### src/rtl/clkstop_pkg.sv
package clkstop_pkg;
  typedef struct packed {
    logic rise;
    logic fall;
  } edge_t;
endpackage

### src/rtl/clkstop_sync.sv
module clkstop_sync #(
  parameter int W = 1,
  parameter int STAGES = 2,
  parameter logic [W-1:0] RST_VAL = '0
) (
  input  logic         clk,
  input  logic         rst,
  input  logic [W-1:0] d,
  output logic [W-1:0] q
);
  logic [W-1:0] stage [STAGES];

  always_ff @(posedge clk) begin
    if (rst) begin
      for (int k = 0; k < STAGES; k++) stage[k] <= RST_VAL;
    end else begin
      stage[0] <= d;
      for (int k = 1; k < STAGES; k++) stage[k] <= stage[k-1];
    end
  end

  assign q = stage[STAGES-1];
endmodule

### src/rtl/clkstop_edge.sv
module clkstop_edge
  import clkstop_pkg::*;
(
  input  logic  clk,
  input  logic  rst,
  input  logic  lvl,
  output edge_t ev
);
  logic prev;

  always_ff @(posedge clk) begin
    if (rst) prev <= 1'b0;
    else     prev <= lvl;
  end

  always_comb begin
    ev.rise = lvl & ~prev;
    ev.fall = ~lvl & prev;
  end
endmodule

### src/rtl/clkstop_cpu_lane.sv
module clkstop_cpu_lane
  import clkstop_pkg::*;
(
  input  logic  clk,
  input  logic  rst,
  input  edge_t ev,
  input  logic  halt,
  output logic  t,
  output logic  c
);
  logic parked;

  always_ff @(posedge clk) begin
    if (rst) begin
      t      <= 1'b0;
      c      <= 1'b1;
      parked <= 1'b0;
    end else if (ev.rise) begin
      t      <= 1'b1;
      c      <= 1'b0;
      parked <= halt;
    end else if (ev.fall && !(parked && halt)) begin
      t      <= 1'b0;
      c      <= 1'b1;
      parked <= 1'b0;
    end
  end
endmodule

### src/rtl/clkstop_pci_lane.sv
module clkstop_pci_lane
  import clkstop_pkg::*;
(
  input  logic  clk,
  input  logic  rst,
  input  edge_t ev,
  input  logic  stoppable,
  input  logic  req_now,
  input  logic  req_held,
  output logic  out
);
  logic parked;

  always_ff @(posedge clk) begin
    if (rst) begin
      out    <= 1'b0;
      parked <= 1'b0;
    end else if (ev.rise) begin
      if (!(parked && stoppable && req_now)) begin
        out    <= 1'b1;
        parked <= 1'b0;
      end
    end else if (ev.fall) begin
      out    <= 1'b0;
      parked <= req_held && stoppable;
    end
  end
endmodule

### src/rtl/clkstop_top.sv
module clkstop_top
  import clkstop_pkg::*;
#(
  parameter int NCPU = 3,
  parameter int NPCI = 7,
  parameter int NPCIF = 3,
  parameter int SYNC_STAGES = 2
) (
  input  logic             clk,
  input  logic             rst,
  input  logic             cpu_src,
  input  logic             pci_src,
  input  logic             cpu_stop_n,
  input  logic             pci_stop_n,
  input  logic [NCPU-1:0]  cpu_stoppable,
  input  logic [NPCIF-1:0] pcif_stoppable,
  output logic [NCPU-1:0]  cpu_t,
  output logic [NCPU-1:0]  cpu_c,
  output logic [NPCI-1:0]  pci_out,
  output logic [NPCIF-1:0] pcif_out
);
  localparam int NGRP = 2;
  localparam int CPU_SMP = 2;

  logic [NGRP-1:0] src_s, stop_s;
  edge_t cpu_ev, pci_ev;
  logic cpu_req, pci_req;
  logic [CPU_SMP-1:0] cpu_smp;
  logic pci_smp;
  logic cpu_rise, cpu_fall, pci_rise, pci_fall;

  clkstop_sync #(.W(NGRP), .STAGES(SYNC_STAGES), .RST_VAL('0)) u_src_sync (
    .clk(clk), .rst(rst), .d({pci_src, cpu_src}), .q(src_s));

  clkstop_sync #(.W(NGRP), .STAGES(SYNC_STAGES), .RST_VAL('1)) u_stop_sync (
    .clk(clk), .rst(rst), .d({pci_stop_n, cpu_stop_n}), .q(stop_s));

  clkstop_edge u_cpu_edge (.clk(clk), .rst(rst), .lvl(src_s[0]), .ev(cpu_ev));
  clkstop_edge u_pci_edge (.clk(clk), .rst(rst), .lvl(src_s[1]), .ev(pci_ev));

  assign cpu_req  = ~stop_s[0];
  assign pci_req  = ~stop_s[1];
  assign cpu_rise = cpu_ev.rise;
  assign cpu_fall = cpu_ev.fall;
  assign pci_rise = pci_ev.rise;
  assign pci_fall = pci_ev.fall;

  // processor request sampled on successive source rising edges
  always_ff @(posedge clk) begin
    if (rst) cpu_smp <= '0;
    else if (cpu_ev.rise) cpu_smp <= {cpu_smp[CPU_SMP-2:0], cpu_req};
  end

  // bus request sampled on a source rising edge
  always_ff @(posedge clk) begin
    if (rst) pci_smp <= 1'b0;
    else if (pci_ev.rise) pci_smp <= pci_req;
  end

  for (genvar i = 0; i < NCPU; i++) begin : g_cpu
    clkstop_cpu_lane u_lane (
      .clk(clk), .rst(rst), .ev(cpu_ev),
      .halt(cpu_smp[CPU_SMP-1] & cpu_stoppable[i]),
      .t(cpu_t[i]), .c(cpu_c[i]));
  end

  for (genvar j = 0; j < NPCI; j++) begin : g_pci
    clkstop_pci_lane u_lane (
      .clk(clk), .rst(rst), .ev(pci_ev), .stoppable(1'b1),
      .req_now(pci_req), .req_held(pci_smp), .out(pci_out[j]));
  end

  for (genvar j = 0; j < NPCIF; j++) begin : g_pcif
    clkstop_pci_lane u_lane (
      .clk(clk), .rst(rst), .ev(pci_ev), .stoppable(pcif_stoppable[j]),
      .req_now(pci_req), .req_held(pci_smp), .out(pcif_out[j]));
  end
endmodule

### config.mk
export PLATFORM = sky130hd
export DESIGN_NAME = clkstop_top
export DESIGN_NICKNAME = d
export VERILOG_FILES = /design/src/rtl/clkstop_pkg.sv /design/src/rtl/clkstop_sync.sv /design/src/rtl/clkstop_edge.sv /design/src/rtl/clkstop_cpu_lane.sv /design/src/rtl/clkstop_pci_lane.sv /design/src/rtl/clkstop_top.sv
export SDC_FILE = /design/constraint.sdc
export NUM_CORES = 1
export LEC_CHECK = 0
export ABC_AREA = 1
export BUFFER_PORTS_ARGS = -buffer_cell sky130_fd_sc_hd__buf_2
export CORE_UTILIZATION = 58
export CTS_CLUSTER_DIAMETER = 120
export CTS_CLUSTER_SIZE = 14
export DETAILED_ROUTE_END_ITERATION = 8
export PLACE_DENSITY = 0.82
export SLEW_MARGIN = 5
export SYNTH_ARGS = -nofsm -noshare
export SYNTH_HDL_FRONTEND = slang
export SYNTH_SLANG_ARGS = --single-unit
### constraint.sdc
create_clock -name clk -period 2.7 [get_ports clk]
set_clock_uncertainty 0.15 [all_clocks]
set_input_delay 0.405 -clock clk [delete_from_list [all_inputs] [get_ports clk]]
set_output_delay 0.405 -clock clk [all_outputs]
set_load 0.03 [all_outputs]
Word level (Yosys, flattened, before mapping) --
Memory sizes are Yosys's and may differ from the RTL's. Cells that the tools add are included. W data, S select, Z words.
Operators by class: equality and inequality tests 10, multiplexer cells 67, bitwise logic cells 17, reduce and logical (&&, ||, !) cells 39
Operators with widths (count):
- $mux W1 | 63
- $logic_and A1 B1 Y1 | 22
- $ne A2 B2 Y1 const B | 10
- $reduce_and A2 Y1 | 10
- $mux W2 | 4
- $reduce_bool A2 Y1 | 4
- $and A1 B1 Y1 | 7
- $not A1 Y1 | 6
- $or A1 B1 Y1 | 4
- $logic_not A1 Y1 | 3
Word-level totals: register bits after elaboration 34, memory bits (writable) 8, bits of input ports 12, logic and storage cells 168, memories 2
Memory list:
- u_src_sync.stage | words 2, bits a word 2, rd ports 2, clocked after memory_dff 0, wr ports 2, RTL line clkstop_sync.sv:11 | logic [W-1:0] stage [STAGES];
- u_stop_sync.stage | words 2, bits a word 2, rd ports 2, clocked after memory_dff 0, wr ports 2, RTL line clkstop_sync.sv:11

Longest topological paths before layout --
Gate-level depths: netlist (run 1).
depth in word-level cells 6, mapped depth 7, mapped depth without buffers 7

Modules after synthesis --
Synthesis (run 1) repeated with hierarchy kept, for this count alone.
Unflattened totals: cells, all modules 247, area total of the unflattened synthesis 1799.2 um^2
Modules (own cells, without submodules):
- clkstop_pci_lane | instances 10, cells each 13, area each 96.3 um^2
- clkstop_cpu_lane | instances 3, cells each 17, area each 118.9 um^2
- clkstop_top | instances 1, cells each 25, area each 145.1 um^2
- clkstop_sync (u_stop_sync) | instances 1, cells each 15, area each 131.4 um^2
- clkstop_sync (u_src_sync) | instances 1, cells each 14, area each 125.1 um^2
- clkstop_edge | instances 2, cells each 6, area each 38.8 um^2

Worst setup path after synthesis (run 1) --
OpenSTA, ideal clock, no wires.
kind reg-to-reg, start memory u_src_sync.stage[0][3] in the netlist's numbering, end register g_pci[1].u_lane.parked, arrival time 0.918 ns, required time 2.418 ns, slack 1.500 ns, cell stages (with the launch flop) 7, buffers on the path 1, cells stage by stage dfxtp_1 > inv_2 > nor2_4 > buf_6 > nand2_1 > nand2_1 > a21oi_1
RTL lines:
- start: declaration | RTL line clkstop_sync.sv:11
- end signal: assignment | RTL line clkstop_pci_lane.sv:25 | parked <= req_held && stoppable;
- end: declaration | RTL line clkstop_pci_lane.sv:12 | logic parked;

==> results of run 1 <==
-- layer usage --
metal,vias to the layer above,GRT usage (%),wire length (um)
li1,683,-,-
met1,573,25.8,1350
met2,23,29.1,1160
met3,6,7.67,133
met4,0,7.50,46
met5,-,0,0
-- worst max-delay path by stage --
stage | startpoint | end | slack (ps) | cells past startpoint
after CTS | rst | g_cpu[2].u_lane.parked$_SDFFE_PP0P_ | 1220 | 6
after global routing | rst | g_cpu[2].u_lane.parked$_SDFFE_PP0P_ | 1080 | 6
after global placement | rst | g_cpu[2].u_lane.parked$_SDFFE_PP0P_ | 880 | 6
final | rst | g_cpu[2].u_lane.parked$_SDFFE_PP0P_ | 1220 | 6
after floorplan | u_src_sync.stage[0][3]$_SDFF_PP0_ | g_pci[1].u_lane.parked$_SDFFE_PP0P_ | 1500 | 6
after detailed placement | rst | g_cpu[2].u_lane.parked$_SDFFE_PP0P_ | 850 | 6
-- Yosys cell counts --
cell / count / area [sq um]
sky130_fd_sc_hd__a21oi_1: 24 / 120
sky130_fd_sc_hd__nor2_1: 16 / 60.1
sky130_fd_sc_hd__nand3_1: 13 / 65.1
sky130_fd_sc_hd__buf_2: 2 / 10.0
sky130_fd_sc_hd__clkbuf_1: 3 / 11.3
sky130_fd_sc_hd__buf_4: 16 / 120
sky130_fd_sc_hd__nand2_4: 1 / 11.3
sky130_fd_sc_hd__nand2_1: 59 / 221
sky130_fd_sc_hd__dfxtp_1: 42 / 841
sky130_fd_sc_hd__o21ai_0: 7 / 35.0
sky130_fd_sc_hd__nor2_8: 1 / 20.0
sky130_fd_sc_hd__inv_1: 18 / 67.6
sky130_fd_sc_hd__inv_2: 2 / 7.51
sky130_fd_sc_hd__nand2_2: 1 / 6.26
sky130_fd_sc_hd__nor2_4: 1 / 11.3
sky130_fd_sc_hd__or2_2: 4 / 25.0
sky130_fd_sc_hd__buf_6: 2 / 22.5
sky130_fd_sc_hd__nand3b_1: 3 / 22.5
-- sequential cells by signal, indices dropped and copies added (netlist names) --
| register | cells |
|---|---|
| g_pci.u_lane.out | 7 |
| g_pci.u_lane.parked | 7 |
| u_src_sync.stage | 4 |
| u_stop_sync.stage | 4 |
| g_cpu.u_lane.c | 3 |
| g_cpu.u_lane.parked | 3 |
| g_cpu.u_lane.t | 3 |
| g_pcif.u_lane.out | 3 |
| g_pcif.u_lane.parked | 3 |
| cpu_smp | 2 |
| pci_smp | 1 |
| u_cpu_edge.prev | 1 |
| u_pci_edge.prev | 1 |
-- final cells by class --
type	count	share of cell area, %
tap	31	2.23
sequential	42	48.3
timing repair buffer	27	7.77
multi-input combinational	130	34.4
clock buffer	6	2.95
inverter	20	4.32
-- through the flow --
stage | power [mW] | area [sq um] | hold WS, ps | setup slack, ps
5_1_grt | 1.11 | 1740 | 69.0 | 1080
3_5_place_dp | 0.779 | 1690 | 245 | 850
2_1_floorplan | 0.766 | 1680 | 232 | 1500
3_3_place_gp | 0.776 | 1690 | 237 | 877
6_report | 1.06 | 1740 | 88.0 | 1220
4_1_cts | 1.07 | 1740 | 79.8 | 1220
-- kinds of logic (layout without fill, tap and decap cells) --
kind of cell / count (synthesis) / after routing
AND/OR/NAND/NOR: 99 / 99
buffers and inverters: 43 / 53
flip-flops: 42 / 42
AO/OA/AOI/OAI: 31 / 31
-- where the power goes --
part / internal, mW / switching (mW)
Clock: 0.117 / 0.181
Sequential: 0.646 / 0.0134
Combinational: 0.0335 / 0.0713
Total: 0.797 / 0.266
-- critical path, stage by stage --
cell	delay (ps)
sky130_fd_sc_hd__buf_2	400
sky130_fd_sc_hd__inv_1	310
sky130_fd_sc_hd__nand2_1	220
sky130_fd_sc_hd__o21ai_0	110
sky130_fd_sc_hd__nand2_1	90
sky130_fd_sc_hd__inv_1	30
-- cells in the final DEF, fill, tap and decap left out --
master / instances
sky130_fd_sc_hd__a21oi_1: 24
sky130_fd_sc_hd__buf_2: 27
sky130_fd_sc_hd__clkbuf_4: 5
sky130_fd_sc_hd__clkbuf_8: 1
sky130_fd_sc_hd__dfxtp_1: 42
sky130_fd_sc_hd__inv_1: 18
sky130_fd_sc_hd__inv_2: 2
sky130_fd_sc_hd__nand2_1: 59
sky130_fd_sc_hd__nand2_2: 1
sky130_fd_sc_hd__nand2_4: 1
sky130_fd_sc_hd__nand3_1: 13
sky130_fd_sc_hd__nand3b_1: 3
sky130_fd_sc_hd__nor2_1: 16
sky130_fd_sc_hd__nor2_4: 1
sky130_fd_sc_hd__nor2_8: 1
sky130_fd_sc_hd__o21ai_0: 7
sky130_fd_sc_hd__or2_2: 4
==> metrics.txt, run 1 <==
outcome=finished, final reports clean; arrival time worst endpoint=1580 ps; adder-cell share of the synthesized area=0%; actual slew at the worst max-slew pin=487 ps; total clock buffers created by CTS=5; post-synthesis share of cell area spent on and, or, nand and nor gates=26.4%; clock root buffer=sky130_fd_sc_hd__clkbuf_4; number of cells in the design after placement=250; Period minus WS final=1480 ps; final instance count without filler cells=256; count of input and output buffers=27; total wire length after detailed routing=2690 um; Final Setup Violations=0; layout cell share with drive strength beyond 1=19.1%; xor-xnor portion of the synthesized cell area=0%; Post-Synthesis Mean Instance Area=7.80 sq um; maximum number of pins on one net before global-route repair=32; clock network latency to the later pin of the worst-skew pair=340 ps; Top Ports=28; Max H-tree Level=2; Storage cell area=841 sq um; Net Count, Synth=227; Die Ht=55.8 um; register-to-register path setup slack=1270 ps; critical path start-end classification=input pin to register; worst reg2reg path endpoint=g_cpu[2].u_lane.parked$_SDFFE_PP0P_; maximum vdd drop=0.499 mV; number of hold violations in the final report=0; number of cells on the worst reg-to-reg path=7; num rows=19; sinks on the clock net=42; final routed wire length divided by cell count=10.5 um; kind of launch point of the worst setup path=input pin; hold depth=2; number of cells upsized or downsized after cts=0; relative area change from synthesis to final layout=3.65%; fmax=676 MHz; synthesis-stage register bit count=42; final standard cell utilization of the core=63.1%; Static Leak=0.780 nW; top fanout value on the critical path=31; synthesized-area fraction occupied by ao, oa, aoi and oai cells=9.25%; combined area of all synthesized cells=1680 sq um; area occupied by multi-input gates=598 sq um; element type at the critical path end=register; startpoint of the lowest-slack register-to-register path=u_src_sync.stage[0][2]$_SDFF_PP0_; Post-layout nets=238; TritonCTS clock tree=yes; warning count from the yosys run=0; Req. time, crit path=2800 ps; Mapped Cells=215; setup repair after global routing missed its margin=false; start point of the worst hold path=cpu_stop_n; weighted congestion at the end of routability-driven global placement=0.851; period utilisation layout=54.8%; total gr overflow=0; number of antenna violations at the first check in global routing=0; total power density per cell area=611 nW/um^2; first-pass GRT wire length=4670 um; worst hold path endpoint=u_stop_sync.stage[0][0]$_SDFF_PP1_; die area=3110 sq um; detailed-route vias per instance=5.02; number of antenna cells inserted=0; number of pins exceeding their max-slew limit in the final report=0; core box area=2760 sq um; count of unique library cells instantiated by Yosys=18; number of filler cells placed in the layout=262; total negative slack=0 ps; register area share after synthesis=50.1%; Rel. slew slack=67.5%; width of the chip=55.8 um; iteration-0 DRC count of the detailed router=33; DR DRC count=0; count of buffers added by post-CTS timing repair for setup=0; number of hold buffers added after CTS=0; number of antenna-violating nets in the routed design=0; portion of netlist area occupied by mux cells=0%; number of iterations in the first detailed-routing pass=4; vias in the first global route=1063; Worst Hold Class=input pin to register; CTS Buffer Depth=2; largest family of logic cells by synthesized area=simple AND/OR/NAND/NOR gates; starting density of the core=60.8%; vias=1285; clk slew on worst S/H paths=100 ps; Global Route Usage Sum=19.6%; HPWL after DPL=1870 um; max-capacitance violation count=0
Note: power is estimated with default switching activity, not from simulation.
==> inputs of run 2 (changes only) <==
--- a/config.mk
+++ b/config.mk
@@ -7,11 +7,11 @@
 export LEC_CHECK = 0
 export ABC_AREA = 1
 export BUFFER_PORTS_ARGS = -buffer_cell sky130_fd_sc_hd__buf_2
-export CORE_UTILIZATION = 58
+export CORE_UTILIZATION = 49
 export CTS_CLUSTER_DIAMETER = 120
 export CTS_CLUSTER_SIZE = 14
 export DETAILED_ROUTE_END_ITERATION = 8
-export PLACE_DENSITY = 0.82
+export PLACE_DENSITY = 0.74
 export SLEW_MARGIN = 5
 export SYNTH_ARGS = -nofsm -noshare
 export SYNTH_HDL_FRONTEND = slang
==> constraint.sdc (replaced) <==
create_clock -name clk -period 1.3 [get_ports clk]
set_clock_uncertainty 0.15 [all_clocks]
set_input_delay 0.195 -clock clk [delete_from_list [all_inputs] [get_ports clk]]
set_output_delay 0.195 -clock clk [all_outputs]
set_load 0.03 [all_outputs]
==> run 2 against run 1 <==
  * Design area up 11%
  * Utilization is 1.7 points lower
  * Total power grew 110%
  * Non-clock buffer count rose by 18
  * Clock power grew 120%
  * Wire length grew 10%
  * Largest cell class unchanged
  * Largest power group unchanged
  * Highest routed layer unchanged
==> metrics.txt, run 2 (synthesis results as in run 1) <==
highest-count cells in the layout ignoring fill and taps=sky130_fd_sc_hd__nand2_1 (58), sky130_fd_sc_hd__dfxtp_1 (41), sky130_fd_sc_hd__buf_2 (25), sky130_fd_sc_hd__a21oi_1 (24), sky130_fd_sc_hd__inv_1 (18); Top Ports=28 (unchanged); number of antenna violations at the first check in global routing=0 (unchanged); final worst setup slack=60.3 ps (-1160 ps); biggest registers after layout=g_pci.u_lane.out: 7 flops, g_pci.u_lane.parked: 7 flops; total wire length after detailed routing=2970 um (+10%); Period minus WS final=1240 ps; final routed wire length divided by cell count=10.3 um (-2.1%); Global Route Usage Sum=18.6% (-1.0 points); M1 wire length=1440 um (+6.7%); count of input and output buffers=27 (unchanged); width of the chip=60.5 um (+8.5%); routed wl met3=142 um (+6.8%); number of pins exceeding their max-slew limit in the final report=0 (unchanged); clk slew on worst S/H paths=120 ps (+20 ps); critical path's top delay family=flip-flops; num rows=20 (+1); Rel. slew slack=77.2% (+9.7 points); detailed-route vias per instance=4.64 (-7.6%); final hold slack=38.5 ps (-49.6 ps); maximum number of pins on one net before global-route repair=17 (-47%); switching power=572 uW (+120%); DR DRC count=0 (unchanged); arrival time worst endpoint=890 ps (-690 ps); Static Leak=0.869 nW (+11%); max-capacitance violation count=0 (unchanged); number of iterations in the first detailed-routing pass=4 (unchanged); total internal power=1.71 mW (+110%); relative area change from synthesis to final layout=15.4%; cell at the slowest stage of the critical path=sky130_fd_sc_hd__dfxtp_1; Post-layout nets=256 (+7.6%); layout cell share with drive strength beyond 1=21.6% (+2.5 points); vias in the first global route=1157 (+8.8%); clock root buffer=sky130_fd_sc_hd__clkbuf_4; most frequent standard cell in the layout excluding fill and tap cells=sky130_fd_sc_hd__nand2_1; total power density per cell area=1180 nW/um^2 (+93%); HPWL after DPL=1980 um (+5.8%); met2 WL=1370 um (+18%); first-pass GRT wire length=4880 um (+4.4%); pre-CTS setup slack=24.9 ps (-825 ps); outcome=finished, final reports clean; fmax=807 MHz; total gr overflow=0 (unchanged); sinks on the clock net=42 (unchanged); core box area=3150 sq um (+14%); Worst Hold Class=input pin to register; fraction of power consumed by sequential logic=59.8% (-2.2 points); clock network latency to the later pin of the worst-skew pair=350 ps (about the same); highest routing layer actually used=met4; number of hold violations in the final report=0 (unchanged); TritonCTS clock tree=yes; placed instance area=1760 sq um (+4.1%); Max H-tree Level=2 (unchanged); total clock buffers created by CTS=5 (unchanged); maximum vdd drop=0.814 mV (+63%); critical path start-end classification=register to output pin; number of cells in the design after placement=270 (+8.0%); Switching Fraction=25.1% (+0.086 points); final instance count without filler cells=289 (+13%); Die Ht=60.5 um (+8.5%); number of buffers and inverters on the critical path=1 (-2); cells traversed along the worst timing path=buf_2; Req. time, crit path=950 ps (-1850 ps); Final Setup Violations=0 (unchanged); CTS Buffer Depth=2 (unchanged); kind of launch point of the worst setup path=register; power share of the combinational group=11.6% (+1.7 points); Layout Cell Area excl Fill=1940 sq um (+11%); iteration-0 DRC count of the detailed router=47 (+42%); vias=1341 (+4.4%); part of the power in the clock network=28.6% (+0.5 points); number of antenna-violating nets in the routed design=0 (unchanged); period utilisation layout=95.4%; Slowest Stage Delay on Critical Path=350 ps (-50 ps); die area=3660 sq um (+18%); setup repair after global routing missed its margin=false; weighted congestion at the end of routability-driven global placement=0.758 (-11%); actual slew at the worst max-slew pin=342 ps (-145 ps); number of antenna cells inserted=0 (unchanged); starting density of the core=53.2% (-7.6 points); total negative slack=0 ps (unchanged); element type at the critical path end=output pin; top fanout value on the critical path=2 (-94%)
run 2: cell count changes in the layout (fill, tap and decap cells not counted), sizes merged:
cell	before	now
clkinv	0	1
dlygate4sd3	0	11
clkbuf	6	9
buf	27	32
run 2: per-layer routing:
layer / global-route usage [%] / vias up
met4: 8.44 / 0
met3: 6.40 / 2
li1: - / 715
met2: 28.4 / 39
met1: 23.8 / 585
met5: 0 / -
run 2: repair_timing:
action	in CTS	in global routing
gates resized for setup	1	3
setup endpoints to repair	2	4
cloned	0	0
hold buffers	11	0
setup buffers	0	0
endpoints found under the hold margin	10	0
run 2: through the flow:
| step | power, mW | util [%] |
|---|---|---|
| 2_1_floorplan | 1.59 | - |
| 3_3_place_gp | 1.63 | 55.7 |
| 3_5_place_dp | 1.63 | 55.7 |
| 4_1_cts | 2.30 | 61.2 |
| 5_1_grt | 2.41 | 61.4 |
| 6_report | 2.28 | 61.4 |
run 2: path summary, 6_finish.rpt:
| path | end | slack (ps) | cells after the start | startpoint |
|---|---|---|---|---|
| worst min register to register | cpu_smp[0]$_SDFFE_PP0P_ | 250 | 1 | u_stop_sync.stage[0][2]$_SDFF_PP1_ |
| worst min-delay path | u_stop_sync.stage[0][3]$_SDFF_PP1_ | 40 | 2 | rst |
| worst max-delay path | pci_out[1] | 60 | 1 | g_pci[1].u_lane.out$_SDFFE_PP0P_ |
| worst max register to register | g_pcif[1].u_lane.parked$_SDFFE_PP0P_ | 100 | 5 | u_src_sync.stage[0][3]$_SDFF_PP0_ |
run 2: power groups by stage:
stage               combinational, mW  sequential [mW]  clock (mW)
floorplan                       0.199             1.39           0
global placement                0.234             1.39           0
detailed placement              0.238             1.39           0
CTS                             0.264             1.36       0.669
global route                    0.294             1.37       0.745
finish                          0.265             1.36       0.651
run 2: final cells by class:
class                      instances  area (sq um)
clock buffer                       7          55.1
sequential                        42           842
fill                             291          1220
inverter                          20          75.1
clock inverter                     1          5.00
multi-input combinational        130           601
timing repair buffer              45           303
tap                               44          55.1
